`config.mk`:
```
export PLATFORM = sky130hd
export DESIGN_NAME = pll_ctl_regs
export DESIGN_NICKNAME = d
export VERILOG_FILES = /design/src/rtl/pll_ctl_pkg.sv /design/src/rtl/pll_lock_sync.sv /design/src/rtl/pll_ctl_fields.sv /design/src/rtl/pll_lock_irq.sv /design/src/rtl/pll_ctl_regs.sv
export SDC_FILE = /design/constraint.sdc
export NUM_CORES = 1
export LEC_CHECK = 0
export BUFFER_PORTS_ARGS = -buffer_cell sky130_fd_sc_hd__buf_2
export CAP_MARGIN = 20
export CORE_AREA = 2 2 40 42
export CTS_CLUSTER_SIZE = 24
export DETAILED_ROUTE_END_ITERATION = 7
export DIE_AREA = 0 0 42 44
export GPL_TIMING_DRIVEN = 1
export HOLD_SLACK_MARGIN = 0.1
export PLACE_DENSITY = 0.82
export SKIP_LAST_GASP = 1
export SLEW_MARGIN = 20
export SYNTH_ARGS = -nofsm -noshare
export SYNTH_HDL_FRONTEND = slang
export SYNTH_SLANG_ARGS = --single-unit
```
`constraint.sdc`:
```
create_clock -name clk -period 2.3 [get_ports clk]
set_input_delay 0.115 -clock clk [delete_from_list [all_inputs] [get_ports clk]]
set_output_delay 0.115 -clock clk [all_outputs]
set_load 0.1 [all_outputs]
```
`src/rtl/pll_ctl_pkg.sv`:
```
package pll_ctl_pkg;
  localparam int ADDR_W  = 2;
  localparam int DATA_W  = 8;
  localparam int RANGE_W = 4;

  localparam logic [ADDR_W-1:0] A_CTRL  = 2'd0;
  localparam logic [ADDR_W-1:0] A_MODE  = 2'd1;
  localparam logic [ADDR_W-1:0] A_RANGE = 2'd2;

  localparam int B_FLAG  = 7;
  localparam int B_IRQEN = 6;
  localparam int B_PLLON = 5;
  localparam int B_BSEL  = 4;
  localparam int B_AUTO  = 7;
  localparam int B_LOCK  = 6;
endpackage

```
`src/rtl/pll_lock_sync.sv`:
```
module pll_lock_sync #(
  parameter int STAGES = 2
) (
  input  logic clk,
  input  logic rst_n,
  input  logic async_in,
  output logic sync_out,
  output logic change
);
  logic [STAGES-1:0] chain_q;
  logic              prev_q;

  generate
    for (genvar i = 0; i < STAGES; i++) begin : g_stage
      if (i == 0) begin : g_first
        always_ff @(posedge clk or negedge rst_n)
          if (!rst_n) chain_q[0] <= 1'b0;
          else        chain_q[0] <= async_in;
      end else begin : g_next
        always_ff @(posedge clk or negedge rst_n)
          if (!rst_n) chain_q[i] <= 1'b0;
          else        chain_q[i] <= chain_q[i-1];
      end
    end
  endgenerate

  always_ff @(posedge clk or negedge rst_n)
    if (!rst_n) prev_q <= 1'b0;
    else        prev_q <= chain_q[STAGES-1];

  assign sync_out = chain_q[STAGES-1];
  assign change   = chain_q[STAGES-1] ^ prev_q;
endmodule

```
`src/rtl/pll_ctl_fields.sv`:
```
module pll_ctl_fields #(
  parameter int                  RANGE_W   = 4,
  parameter logic [RANGE_W-1:0]  RANGE_RST = 4'd6
) (
  input  logic               clk,
  input  logic               rst_n,
  input  logic               wr_ctrl,
  input  logic               wr_mode,
  input  logic               wr_range,
  input  logic               wd_irq_en,
  input  logic               wd_pll_on,
  input  logic               wd_bsel,
  input  logic               wd_auto,
  input  logic [RANGE_W-1:0] wd_range,
  output logic               irq_en_q,
  output logic               pll_on_q,
  output logic               bsel_q,
  output logic               auto_q,
  output logic [RANGE_W-1:0] range_q
);
  logic range_zero;
  assign range_zero = (range_q == '0);

  always_ff @(posedge clk or negedge rst_n) begin
    if (!rst_n) begin
      irq_en_q <= 1'b0;
      pll_on_q <= 1'b0;
      bsel_q   <= 1'b0;
      auto_q   <= 1'b0;
      range_q  <= RANGE_RST;
    end else begin
      if (wr_ctrl) begin
        irq_en_q <= wd_irq_en;
        pll_on_q <= wd_pll_on & ~range_zero;
        bsel_q   <= wd_bsel   & ~range_zero;
      end
      if (wr_mode) auto_q <= wd_auto;
      if (wr_range && !pll_on_q) begin
        range_q <= wd_range;
        if (wd_range == '0) begin
          bsel_q   <= 1'b0;
          pll_on_q <= 1'b0;
        end
      end
    end
  end

  a_r3_range_frozen: assert property (@(posedge clk) disable iff (!rst_n)
    pll_on_q |=> $stable(range_q));
  a_r4_no_select_at_zero: assert property (@(posedge clk) disable iff (!rst_n)
    (range_zero && !bsel_q) |=> !bsel_q);
  a_r5_zero_forces_off: assert property (@(posedge clk) disable iff (!rst_n)
    range_zero |-> (!pll_on_q && !bsel_q));
endmodule

```
`src/rtl/pll_lock_irq.sv`:
```
module pll_lock_irq (
  input  logic clk,
  input  logic rst_n,
  input  logic change,
  input  logic auto_q,
  input  logic irq_en_q,
  input  logic rd_clr,
  output logic flag_vis,
  output logic irq
);
  logic flag_q;

  always_ff @(posedge clk or negedge rst_n) begin
    if (!rst_n)       flag_q <= 1'b0;
    else if (!auto_q) flag_q <= 1'b0;
    else if (change)  flag_q <= 1'b1;
    else if (rd_clr)  flag_q <= 1'b0;
  end

  assign flag_vis = flag_q & auto_q;
  assign irq      = flag_vis & irq_en_q;

  a_r7_change_sets_flag: assert property (@(posedge clk) disable iff (!rst_n)
    (auto_q && change) |=> flag_q);
  a_r8_manual_no_flag: assert property (@(posedge clk) disable iff (!rst_n)
    !auto_q |=> !flag_q);
  a_r10_read_clears: assert property (@(posedge clk) disable iff (!rst_n)
    (rd_clr && !change && auto_q) |=> !flag_q);
  a_r9_irq_needs_flag: assert property (@(posedge clk) disable iff (!rst_n)
    irq |-> (auto_q && irq_en_q));
endmodule

```
`src/rtl/pll_ctl_regs.sv`:
```
module pll_ctl_regs
  import pll_ctl_pkg::*;
#(
  parameter int SYNC_STAGES = 2,
  parameter int RANGE_RESET = 6
) (
  input  logic               clk,
  input  logic               rst_n,
  input  logic [ADDR_W-1:0]  bus_addr,
  input  logic               bus_wr,
  input  logic               bus_rd,
  input  logic [DATA_W-1:0]  bus_wdata,
  output logic [DATA_W-1:0]  bus_rdata,
  input  logic               lock_in,
  output logic               pll_irq,
  output logic               pll_enable,
  output logic               vco_sel,
  output logic [RANGE_W-1:0] vco_range,
  output logic               auto_bw
);
  localparam logic [RANGE_W-1:0] RANGE_RST = RANGE_W'(RANGE_RESET);

  logic lock_s, change, flag_vis, rd_clr;
  logic irq_en_q, pll_on_q, bsel_q, auto_q;
  logic [RANGE_W-1:0] range_q;

  pll_lock_sync #(.STAGES(SYNC_STAGES)) u_sync (
    .clk(clk), .rst_n(rst_n), .async_in(lock_in),
    .sync_out(lock_s), .change(change)
  );

  pll_ctl_fields #(.RANGE_W(RANGE_W), .RANGE_RST(RANGE_RST)) u_fields (
    .clk(clk), .rst_n(rst_n),
    .wr_ctrl (bus_wr && bus_addr == A_CTRL),
    .wr_mode (bus_wr && bus_addr == A_MODE),
    .wr_range(bus_wr && bus_addr == A_RANGE),
    .wd_irq_en(bus_wdata[B_IRQEN]),
    .wd_pll_on(bus_wdata[B_PLLON]),
    .wd_bsel  (bus_wdata[B_BSEL]),
    .wd_auto  (bus_wdata[B_AUTO]),
    .wd_range (bus_wdata[RANGE_W-1:0]),
    .irq_en_q(irq_en_q), .pll_on_q(pll_on_q), .bsel_q(bsel_q),
    .auto_q(auto_q), .range_q(range_q)
  );

  assign rd_clr = bus_rd && (bus_addr == A_CTRL) && flag_vis;

  pll_lock_irq u_irq (
    .clk(clk), .rst_n(rst_n), .change(change), .auto_q(auto_q),
    .irq_en_q(irq_en_q), .rd_clr(rd_clr),
    .flag_vis(flag_vis), .irq(pll_irq)
  );

  always_comb begin
    bus_rdata = '0;
    if (bus_rd) begin
      case (bus_addr)
        A_CTRL: begin
          bus_rdata[B_FLAG]  = flag_vis;
          bus_rdata[B_IRQEN] = irq_en_q;
          bus_rdata[B_PLLON] = pll_on_q;
          bus_rdata[B_BSEL]  = bsel_q;
        end
        A_MODE: begin
          bus_rdata[B_AUTO] = auto_q;
          bus_rdata[B_LOCK] = lock_s;
        end
        A_RANGE: bus_rdata[RANGE_W-1:0] = range_q;
        default: bus_rdata = '0;
      endcase
    end
  end

  assign pll_enable = pll_on_q;
  assign vco_sel    = bsel_q & pll_on_q;
  assign vco_range  = range_q;
  assign auto_bw    = auto_q;

  a_r6_select_needs_enable: assert property (@(posedge clk) disable iff (!rst_n)
    vco_sel |-> (pll_enable && vco_range != '0));
  a_r11_lock_readback: assert property (@(posedge clk) disable iff (!rst_n)
    (bus_rd && bus_addr == A_MODE) |-> (bus_rdata[B_LOCK] == lock_s));
endmodule

```
==> summary.txt <==
Status = completed
Fill count = 114
Die H = 44 um
Worst-Skew Late Latency = 0.27 ns
DRC violations left = 0
Leakage power = 0.455 nW
ANT cells = 0
Via count = 525
Required @ worst endpoint = 2.18 ns
Arr. time, crit path = 1.39 ns
Flop pwr share = 31.4%
Tightest Pin Transition = 0.489 ns
Die area = 1850 um2
Drt pass-1 iters = 2
Critical path type = reg -> out
Avg Vias per Cell = 4.95
H-tree levels = 1
Root Driver = clkbuf_4
CTS Sinks = 12
Final Hold Fails = 0
Most frequent cells in the layout = buf_2, dlygate4sd3_1, dfrtp_1
Rel. slew slack = 67.6%
Final Skew = 0.00493 ns
Initial antenna violation count = 0
Worst path bufs/invs = 1
Final wirelength = 1.35 mm
Global-route wire length before repair = 2.15 mm
Largest net degree at the start of global routing = 13
Global-route usage over all layers = 16.9%
Initial Util = 42.8%
Most common cell after layout, fill and taps aside = buf_2
Routed len/inst = 12.7 um
Worst setup path start = u_fields.range_q[1]
HPWL Detailed = 1.01 mm
Synth unique cells = 26
Vias in the first global route = 506
Mapped Cells = 47
PwrDens = 1040 nW/um2
Starting DRT DRC Count = 4
Worst setup SP type = flip-flop
Yosys top cell by area = dfrtp_1
Ranking of synthesized cells by area = dfrtp_1, mux2_4, dfstp_2, and2_1, mux2_2
FF-to-FF Start = u_fields.range_q[3]
Max Slew Vio Count = 0
Ys Warns = 0
CP delay by family, top = flip-flops
Switching power = 0.490 mW
Max Cap Violations = 0
Max Clk Rate = 667 MHz
Post-synth top area share = 41.2%
Core area = 1420 um2
Chip Width = 42 um
Row count = 14
Nature of the critical path endpoint = output port
CP Cell Sequence = and2_1, buf_2
RSZ-0062 raised after global routing = false
Clk buf depth = 2
Final period utilization = 65.2%
Crit Path Max Fanout = 4
CTS resizes = 0
Share of cells above drive strength 1 = 55.6%
WHS = 0.207 ns
Internal Power = 0.471 mW
Synthesized area per cell = 12.9 um2
VDD IR max = 0.643 mV
Hold Crit Class = in -> reg
Cts bufs inserted = 3
Delay of the slowest critical-path stage = 0.56 ns
Worst-path clk slew = 0.08 ns
Antenna Nets Post-Route = 0
TritonCTS clock tree = built
Nets = 106
Final setup vio count = 0
Overall Power = 0.960 mW
Area delta synth->final = 52.2%
Switching share of total power = 51.0%
Synthesized net count = 62
Clock group share of total power = 17.4%
Comb power frac = 51.3%
Remaining global-route overflow = 0
Post-layout min period = 1.50 ns
Sequential element share of the synthesized area = 49.9%
Io pins = 31
Synth Register Bits = 12
HP Start = bus_addr[1]
Post-Syn Area = 607 um2
Post-Route Utilization = 65.1%
Gpl congestion = 0.722
Crit-path slowest cell = dfstp_2
PortBufs = 30
## metal layers
metal	part of all wire, %	track usage, %
met1	40	17.2
met2	55	29.4
met3	5.6	6.67
met4	0	9.68
met5	0	0
## cell families (layout without fill, tap and decap cells)
family	after synthesis	in the layout	synth area share (%)
buf+inv	2	45	2.47
mux	7	7	15.3
flops	12	12	49.9
xor+xnor	1	1	1.44
compound gates	5	5	6.19
simple gates	20	20	24.7
## state kept, by name, summed over array words and instances, names as in the netlist
| register | count |
|---|---|
| u_fields.auto_q | 1 |
| u_sync.chain_q | 1 |
| u_fields.irq_en_q | 1 |
| u_fields.range_q | 4 |
| u_irq.flag_q | 1 |
| u_fields.bsel_q | 1 |
| u_sync.prev_q | 1 |
| u_sync.sync_out | 1 |
| u_fields.pll_on_q | 1 |
## final cells by class
cell class	count	area, um2	share of cell area, %
flip-flops and latches	12	303	32.8
clock buffers	4	36.3	3.93
well taps	16	20.0	2.17
multi-input cells	33	310	33.6
inverters	1	3.75	0.407
repair buffers	40	250	27.1
## worst paths after layout
kind	to	slack, ns	cells after the start
setup / recovery	bus_rdata[1]	0.80	2
setup reg to reg	u_fields.bsel_q	1.05	3
max in group asynchronous	u_fields.range_q[2]	1.80	2
min in group asynchronous	u_fields.auto_q	0.24	2
hold / removal	u_fields.pll_on_q	0.21	3
hold reg to reg	u_sync.sync_out	0.36	0
## synthesized netlist by cell type (all sizes together)
master   instances
a21boi           2
and2             5
and3             1
and3b            1
and4bb           1
buf              1
dfrtp           10
dfstp            2
inv              1
mux2             6
mux2i            1
nand2b           1
nand3            1
nand3b           1
nor2             3
nor3             1
nor3b            3
nor4             1
o21ai            2
o2bb2ai          1
or4              1
xnor2            1
## per-stage QoR
stage / std cells / TNS, ns / setup WS [ns] / instance area [um2]
final: 106 / 0 / 0.800 / 923
after CTS: 106 / 0 / 0.791 / 923
after floorplan: 47 / -0.0962 / -0.0962 / 628
after global routing: 106 / 0 / 0.738 / 923
after global placement: 92 / 0 / 1.01 / 787
after detailed placement: 92 / 0 / 1.02 / 787
## worst register-to-register path: stages, from the launching register on
cell,delay [ns]
dfrtp_1,0.41
or4_4,0.55
a21boi_2,0.14
nor2_1,0.05
## power by group through the flow
stage	clock network [mW]	logic, mW	registers [mW]
floorplan	0	0.190	0.519
global placement	0	0.477	0.302
detailed placement	0	0.480	0.306
CTS	0.172	0.493	0.302
global route	0.185	0.507	0.309
finish	0.167	0.492	0.302
## repair_timing
item | CTS | global route
hold endpoints to repair | 21 | 0
buffers inserted | 0 | 0
hold buffers | 10 | 0
(Power assumes the default switching activity.)
